$ cat src/rtl/xcvr_pkg.sv
package xcvr_pkg;

   typedef enum logic [1:0] {
      DIR_NONE = 2'b00,
      DIR_TO_B = 2'b01,
      DIR_TO_A = 2'b10,
      DIR_BOTH = 2'b11
   } dir_e;

   typedef struct packed {
      logic use_reg_ab;
      logic use_reg_ba;
      logic drive_b;
      logic drive_a_n;
   } lane_ctl_t;

   function automatic dir_e dir_of(input lane_ctl_t c);
      return dir_e'({~c.drive_a_n, c.drive_b});
   endfunction

endpackage

$ cat src/rtl/xcvr_strobe_edge.sv
module xcvr_strobe_edge #(
   parameter int unsigned N = 2
) (
   input  logic         clk,
   input  logic         rst_n,
   input  logic [N-1:0] strobe,
   output logic [N-1:0] rise
);

   generate
      for (genvar i = 0; i < N; i++) begin : g_bit
         logic prev_q;
         always_ff @(posedge clk or negedge rst_n) begin
            if (!rst_n) prev_q <= 1'b0;
            else        prev_q <= strobe[i];
         end
         assign rise[i] = strobe[i] & ~prev_q;
      end
   endgenerate

endmodule

$ cat src/rtl/xcvr_lane.sv
module xcvr_lane
   import xcvr_pkg::*;
#(
   parameter int unsigned W = 8
) (
   input  logic         clk,
   input  logic         rst_n,
   input  logic [W-1:0] a_in,
   input  logic         a_ext,
   input  logic [W-1:0] b_in,
   input  logic         b_ext,
   input  logic         load_a,
   input  logic         load_b,
   input  lane_ctl_t    ctl,
   output logic [W-1:0] a_out,
   output logic         a_oe,
   output logic [W-1:0] a_bus,
   output logic [W-1:0] b_out,
   output logic         b_oe,
   output logic [W-1:0] b_bus,
   output logic         conflict
);

   logic [W-1:0] reg_a_q, reg_b_q, hold_q, loop_val;
   dir_e         dir;

   assign dir  = dir_of(ctl);
   assign a_oe = (dir == DIR_TO_A) || (dir == DIR_BOTH);
   assign b_oe = (dir == DIR_TO_B) || (dir == DIR_BOTH);

   // Value shared by both buses when each feeds the other live
   always_comb begin
      if (a_ext)      loop_val = a_in;
      else if (b_ext) loop_val = b_in;
      else            loop_val = hold_q;
   end

   // Each output is resolved from the inputs directly, so no
   // combinational path runs from a bus back into itself.
   always_comb begin
      if (ctl.use_reg_ba)      a_out = reg_b_q;
      else if (!b_oe)          a_out = b_in;
      else if (ctl.use_reg_ab) a_out = reg_a_q;
      else                     a_out = loop_val;
   end

   always_comb begin
      if (ctl.use_reg_ab)      b_out = reg_a_q;
      else if (!a_oe)          b_out = a_in;
      else if (ctl.use_reg_ba) b_out = reg_b_q;
      else                     b_out = loop_val;
   end

   assign a_bus    = a_oe ? a_out : a_in;
   assign b_bus    = b_oe ? b_out : b_in;
   assign conflict = (a_oe & a_ext) | (b_oe & b_ext);

   always_ff @(posedge clk or negedge rst_n) begin
      if (!rst_n) begin
         reg_a_q <= '0;
         reg_b_q <= '0;
      end else begin
         if (load_a) reg_a_q <= a_bus;
         if (load_b) reg_b_q <= b_bus;
      end
   end

   always_ff @(posedge clk or negedge rst_n) begin
      if (!rst_n)     hold_q <= '0;
      else if (a_ext) hold_q <= a_in;
      else if (b_ext) hold_q <= b_in;
   end

endmodule

$ cat src/rtl/regd_bus_xcvr.sv
module regd_bus_xcvr
   import xcvr_pkg::*;
#(
   parameter int unsigned LANES  = 2,
   parameter int unsigned LANE_W = 8,
   localparam int unsigned DW    = LANES * LANE_W
) (
   input  logic             clk,
   input  logic             rst_n,
   input  logic [DW-1:0]    a_in,
   input  logic [LANES-1:0] a_ext_en,
   input  logic [DW-1:0]    b_in,
   input  logic [LANES-1:0] b_ext_en,
   input  logic [LANES-1:0] stb_ab,
   input  logic [LANES-1:0] stb_ba,
   input  logic [LANES-1:0] use_reg_ab,
   input  logic [LANES-1:0] use_reg_ba,
   input  logic [LANES-1:0] drive_b,
   input  logic [LANES-1:0] drive_a_n,
   output logic [DW-1:0]    a_out,
   output logic [LANES-1:0] a_oe,
   output logic [DW-1:0]    a_bus,
   output logic [DW-1:0]    b_out,
   output logic [LANES-1:0] b_oe,
   output logic [DW-1:0]    b_bus,
   output logic [LANES-1:0] conflict
);

   generate
      if (LANES < 1) begin : g_bad_lanes
         $error("regd_bus_xcvr: LANES must be at least 1");
      end
      if (LANE_W < 1) begin : g_bad_width
         $error("regd_bus_xcvr: LANE_W must be at least 1");
      end
   endgenerate

   logic [LANES-1:0] rise_ab, rise_ba;

   xcvr_strobe_edge #(.N(LANES)) u_edge_ab (
      .clk(clk), .rst_n(rst_n), .strobe(stb_ab), .rise(rise_ab)
   );

   xcvr_strobe_edge #(.N(LANES)) u_edge_ba (
      .clk(clk), .rst_n(rst_n), .strobe(stb_ba), .rise(rise_ba)
   );

   generate
      for (genvar l = 0; l < LANES; l++) begin : g_lane
         lane_ctl_t ctl;
         assign ctl = '{use_reg_ab: use_reg_ab[l], use_reg_ba: use_reg_ba[l],
                        drive_b: drive_b[l], drive_a_n: drive_a_n[l]};

         xcvr_lane #(.W(LANE_W)) u_lane (
            .clk      (clk),
            .rst_n    (rst_n),
            .a_in     (a_in[l*LANE_W +: LANE_W]),
            .a_ext    (a_ext_en[l]),
            .b_in     (b_in[l*LANE_W +: LANE_W]),
            .b_ext    (b_ext_en[l]),
            .load_a   (rise_ab[l]),
            .load_b   (rise_ba[l]),
            .ctl      (ctl),
            .a_out    (a_out[l*LANE_W +: LANE_W]),
            .a_oe     (a_oe[l]),
            .a_bus    (a_bus[l*LANE_W +: LANE_W]),
            .b_out    (b_out[l*LANE_W +: LANE_W]),
            .b_oe     (b_oe[l]),
            .b_bus    (b_bus[l*LANE_W +: LANE_W]),
            .conflict (conflict[l])
         );
      end
   endgenerate

endmodule

$ cat config.mk
export PLATFORM = sky130hd
export DESIGN_NAME = regd_bus_xcvr
export DESIGN_NICKNAME = d
export VERILOG_FILES = /design/src/rtl/xcvr_pkg.sv /design/src/rtl/xcvr_strobe_edge.sv /design/src/rtl/xcvr_lane.sv /design/src/rtl/regd_bus_xcvr.sv
export SDC_FILE = /design/constraint.sdc
export NUM_CORES = 1
export LEC_CHECK = 0
export BUFFER_PORTS_ARGS = -buffer_cell sky130_fd_sc_hd__buf_2
export CAP_MARGIN = 20
export CELL_PAD_IN_SITES_DETAIL_PLACEMENT = 1
export CELL_PAD_IN_SITES_GLOBAL_PLACEMENT = 1
export CORE_MARGIN = 5
export CORE_UTILIZATION = 40
export CTS_BUF_LIST = sky130_fd_sc_hd__clkbuf_8
export DETAILED_ROUTE_END_ITERATION = 10
export PLACE_DENSITY = 0.9
export SLEW_MARGIN = 20
export SYNTH_ARGS = -nofsm -noshare
export SYNTH_HDL_FRONTEND = slang
export SYNTH_SLANG_ARGS = --single-unit
export TNS_END_PERCENT = 10
$ cat constraint.sdc
create_clock -name clk -period 3.8 [get_ports clk]
set_input_delay 0.57 -clock clk [delete_from_list [all_inputs] [get_ports clk]]
set_output_delay 0.57 -clock clk [all_outputs]
set_load 0.01 [all_outputs]
==> impl_metrics.py <==
metrics = {
    "run": {
        "drv_cap": 0,
    },
    "synthesis": {
        "ys_ff_latch": 52,
        "avgSynthCellArea_um2": 9.441,
        "synth.cell_area_mm2": 0.004324,
        "synth_warnings": 0,
        "syn_nets": 508,
        "synthCells": 458,
        "synth_top_family_by_area": "compound AO/OA/AOI/OAI gates",
        "synth-seq-area-share_pct": 30.09,
        "yosys.area_share.simple_pct": 19.47,
        "synthMuxAreaShare_pct": 8.044,
        "synthDistinctLibCells": 35,
        "synthXorXnorAreaFrac_pct": 0,
        "synth_compound_area_share_pct": 34.58,
        "synth_fa_ha_area_share_pct": 0,
    },
    "clocking": {
        "cts_tree": "built",
        "clk_pin_slew_ns": 0.10,
        "cts_resized": 0,
        "post-cts-setup-buffer-count": 0,
        "postCtsHoldBufs": 0,
        "clock_sinks": 52,
        "cts_buffers": 5,
        "clockBufferDepth": 2,
        "cts_max_level": 2,
        "clk_latency_ns": 0.32,
        "cts_root_buf": "clkbuf_8",
    },
    "finish": {
        "layout_common_cells": "buf_2 (119), nor2b_1 (81), dfrtp_1 (52)",
        "multi_input_area_mm2": 0.002685,
        "final_common_cell": "buf_2",
        "final_util_pct": 46.18,
        "regArea_mm2": 0.001301,
        "layout-drive-gt1-share_pct": 36.70,
        "antenna_cells": 0,
        "stdcell_count": 685,
        "area_delta_synth_final_pct": 14.24,
        "fin_nets": 595,
        "fillCellCount": 1287,
    },
    "timing": {
        "fmax_mhz": 325.8,
        "clock_skew_ns": 0.01343,
        "fin_crit_ns": 3.070,
        "period_share_pct": 80.78,
        "rsz0062_at_grt": "no",
        "tightest_slew_ns": 0.8428,
        "finalSetupViolations": 0,
        "hold_violations": 0,
        "whs_ns": 0.3136,
        "totalNegativeSetupSlack_ns": 0,
        "drv_slew": 0,
        "maxSlewHeadroom_pct": 43.70,
    },
    "floorplan": {
        "die_area_mm2": 0.01299,
        "ios": 120,
        "fp.dieH_um": 114.0,
        "core_area_mm2": 0.01070,
        "initial_core_util_pct": 40.42,
        "num_rows": 38,
        "die_w_um": 114.0,
    },
    "power_and_ir_drop": {
        "power_density_mw_per_mm2": 335.5,
        "ir_drop_mv": 0.1633,
        "cellLeakagePower_nw": 2.050,
    },
    "worst_setup_path": {
        "cp.arrival_ns": 2.50,
        "crit_slowest_cell": "nor2b_1",
        "required_ns": 3.23,
        "endpoint_kind": "output port",
        "max_stage_delay_ns": 0.74,
        "crit_type": "in2out",
        "path_buf_inv": 2,
        "crit_path_start_kind": "input pin",
        "path_delay_family": "simple AND/OR/NAND/NOR gates",
        "path_max_fanout": 18,
        "critPathMostFrequentCell": "buf_2",
        "path_cells": "buf_2 > nor2b_1 > a221oi_1 > o22a_1 > a21oi_1 > buf_2",
    },
    "routing": {
        "antenna_left": 0,
        "routed-via-count": 4142,
        "drtIter0Drc": 240,
        "vias_per_cell": 6.047,
        "drt_wl_total_um": 14240,
        "wire_per_inst_um": 20.78,
        "post-route-drc-count": 0,
        "first_pass_iters": 4,
    },
    "placement": {
        "dp.cells": 678,
        "place_congestion": 0.8170,
        "dp_hpwl_um": 10120,
        "portBuffers": 119,
    },
    "global_route": {
        "grt_pass1_vias": 4376,
        "antenna_found_initial": 0,
        "grt.total_usage_pct": 21.62,
        "grt_max_degree": 43,
        "overflow": 0,
        "grt_first_pass_wirelength_um": 22800,
    },
    "status": {
        "status": "finished clean",
    },
    "min_path": {
        "hold_path.class": "in2async",
    },
}
-- final timing paths --
check | slack (ns) | end | depth (start not counted) | from
max | 0.73 | b_bus[13] | 6 | use_reg_ba[1]
min | 0.31 | g_lane[0].u_lane.hold_q[1] | 1 | rst_n
max reg2reg | 2.11 | g_lane[0].u_lane.reg_a_q[7] | 3 | u_edge_ab.g_bit[0].prev_q
min reg2reg | 0.56 | g_lane[0].u_lane.reg_b_q[6] | 2 | g_lane[0].u_lane.reg_b_q[6]
max in group asynchronous | 2.68 | g_lane[1].u_lane.reg_a_q[2] | 2 | rst_n
min in group clk | 0.37 | u_edge_ba.g_bit[1].prev_q | 1 | stb_ba[1]
-- worst register-to-register path: stages (launching register included) --
cell and delay [ns]:
dfrtp_1 0.39, nand2b_1 0.34, nor2_1 0.64, a221o_1 0.27
-- sequential cells by signal (all words and copies together) (netlist names) --
name	count
g_lane.u_lane.reg_b_q	16
g_lane.u_lane.reg_a_q	16
u_edge_ba.g_bit.prev_q	2
g_lane.u_lane.hold_q	16
u_edge_ab.g_bit.prev_q	2
-- cell families after synthesis --
group	Yosys count
buf+inv	62
mux	32
simple gates	147
flops	52
compound gates	165
-- Yosys cell counts, drive strengths merged --
cell type / count / area share, %
a211oi: 15 / 4.3
a21oi: 21 / 2.4
a221o: 11 / 2.5
a221oi: 16 / 3.2
a22o: 2 / 0.41
a311oi: 16 / 5.3
and2: 1 / 0.17
and2b: 4 / 0.69
and3: 11 / 1.6
buf: 37 / 5.6
clkbuf: 7 / 0.61
dfrtp: 52 / 30
inv: 18 / 1.6
mux2: 16 / 4.3
mux2i: 16 / 3.7
nand2: 2 / 0.17
nand2b: 2 / 0.29
nor2: 44 / 4.5
nor2b: 82 / 12
nor3: 1 / 0.12
o21ai: 46 / 5.3
o22a: 16 / 3.2
o2bb2ai: 5 / 1.0
o31ai: 1 / 0.49
o32ai: 16 / 6.3
-- where the power goes --
| group | leakage, nW | switching (W) | internal (W) |
|---|---|---|---|
| logic | 1.39 | 0.000375 | 0.000268 |
| clock network | 0.0452 | 0.000200 | 0.000124 |
| registers | 0.616 | 0.0000599 | 0.000630 |
| total | 2.05 | 0.000635 | 0.00102 |
-- stage by stage --
step	setup slack (ns)	power [W]	area (um^2)
after CTS	0.7929	0.001665	4940
final	0.7303	0.001657	4940
after global routing	0.7044	0.001752	4940
after detailed placement	0.7945	0.001343	4862
after floorplan	1.536	0.001111	4324
after global placement	0.9065	0.001311	4862
-- per-layer routing --
| layer | up-vias | GRT usage [%] | routed length (um) |
|---|---|---|---|
| met5 | - | 0 | 0 |
| met4 | 0 | 6.968 | 261 |
| met3 | 24 | 3.395 | 971 |
| met2 | 168 | 37.08 | 6898 |
| met1 | 2082 | 27.81 | 6105 |
| li1 | 1868 | - | - |
-- layout make-up --
cell class	count	share of cell area [%]
multi-input cells	344	54.36
flip-flops and latches	52	26.34
repair buffers	124	12.82
well taps	140	3.546
clock buffers	5	1.393
inverters	18	1.368
clock inverters	2	0.1773
Power figures use the tool's default switching activity.
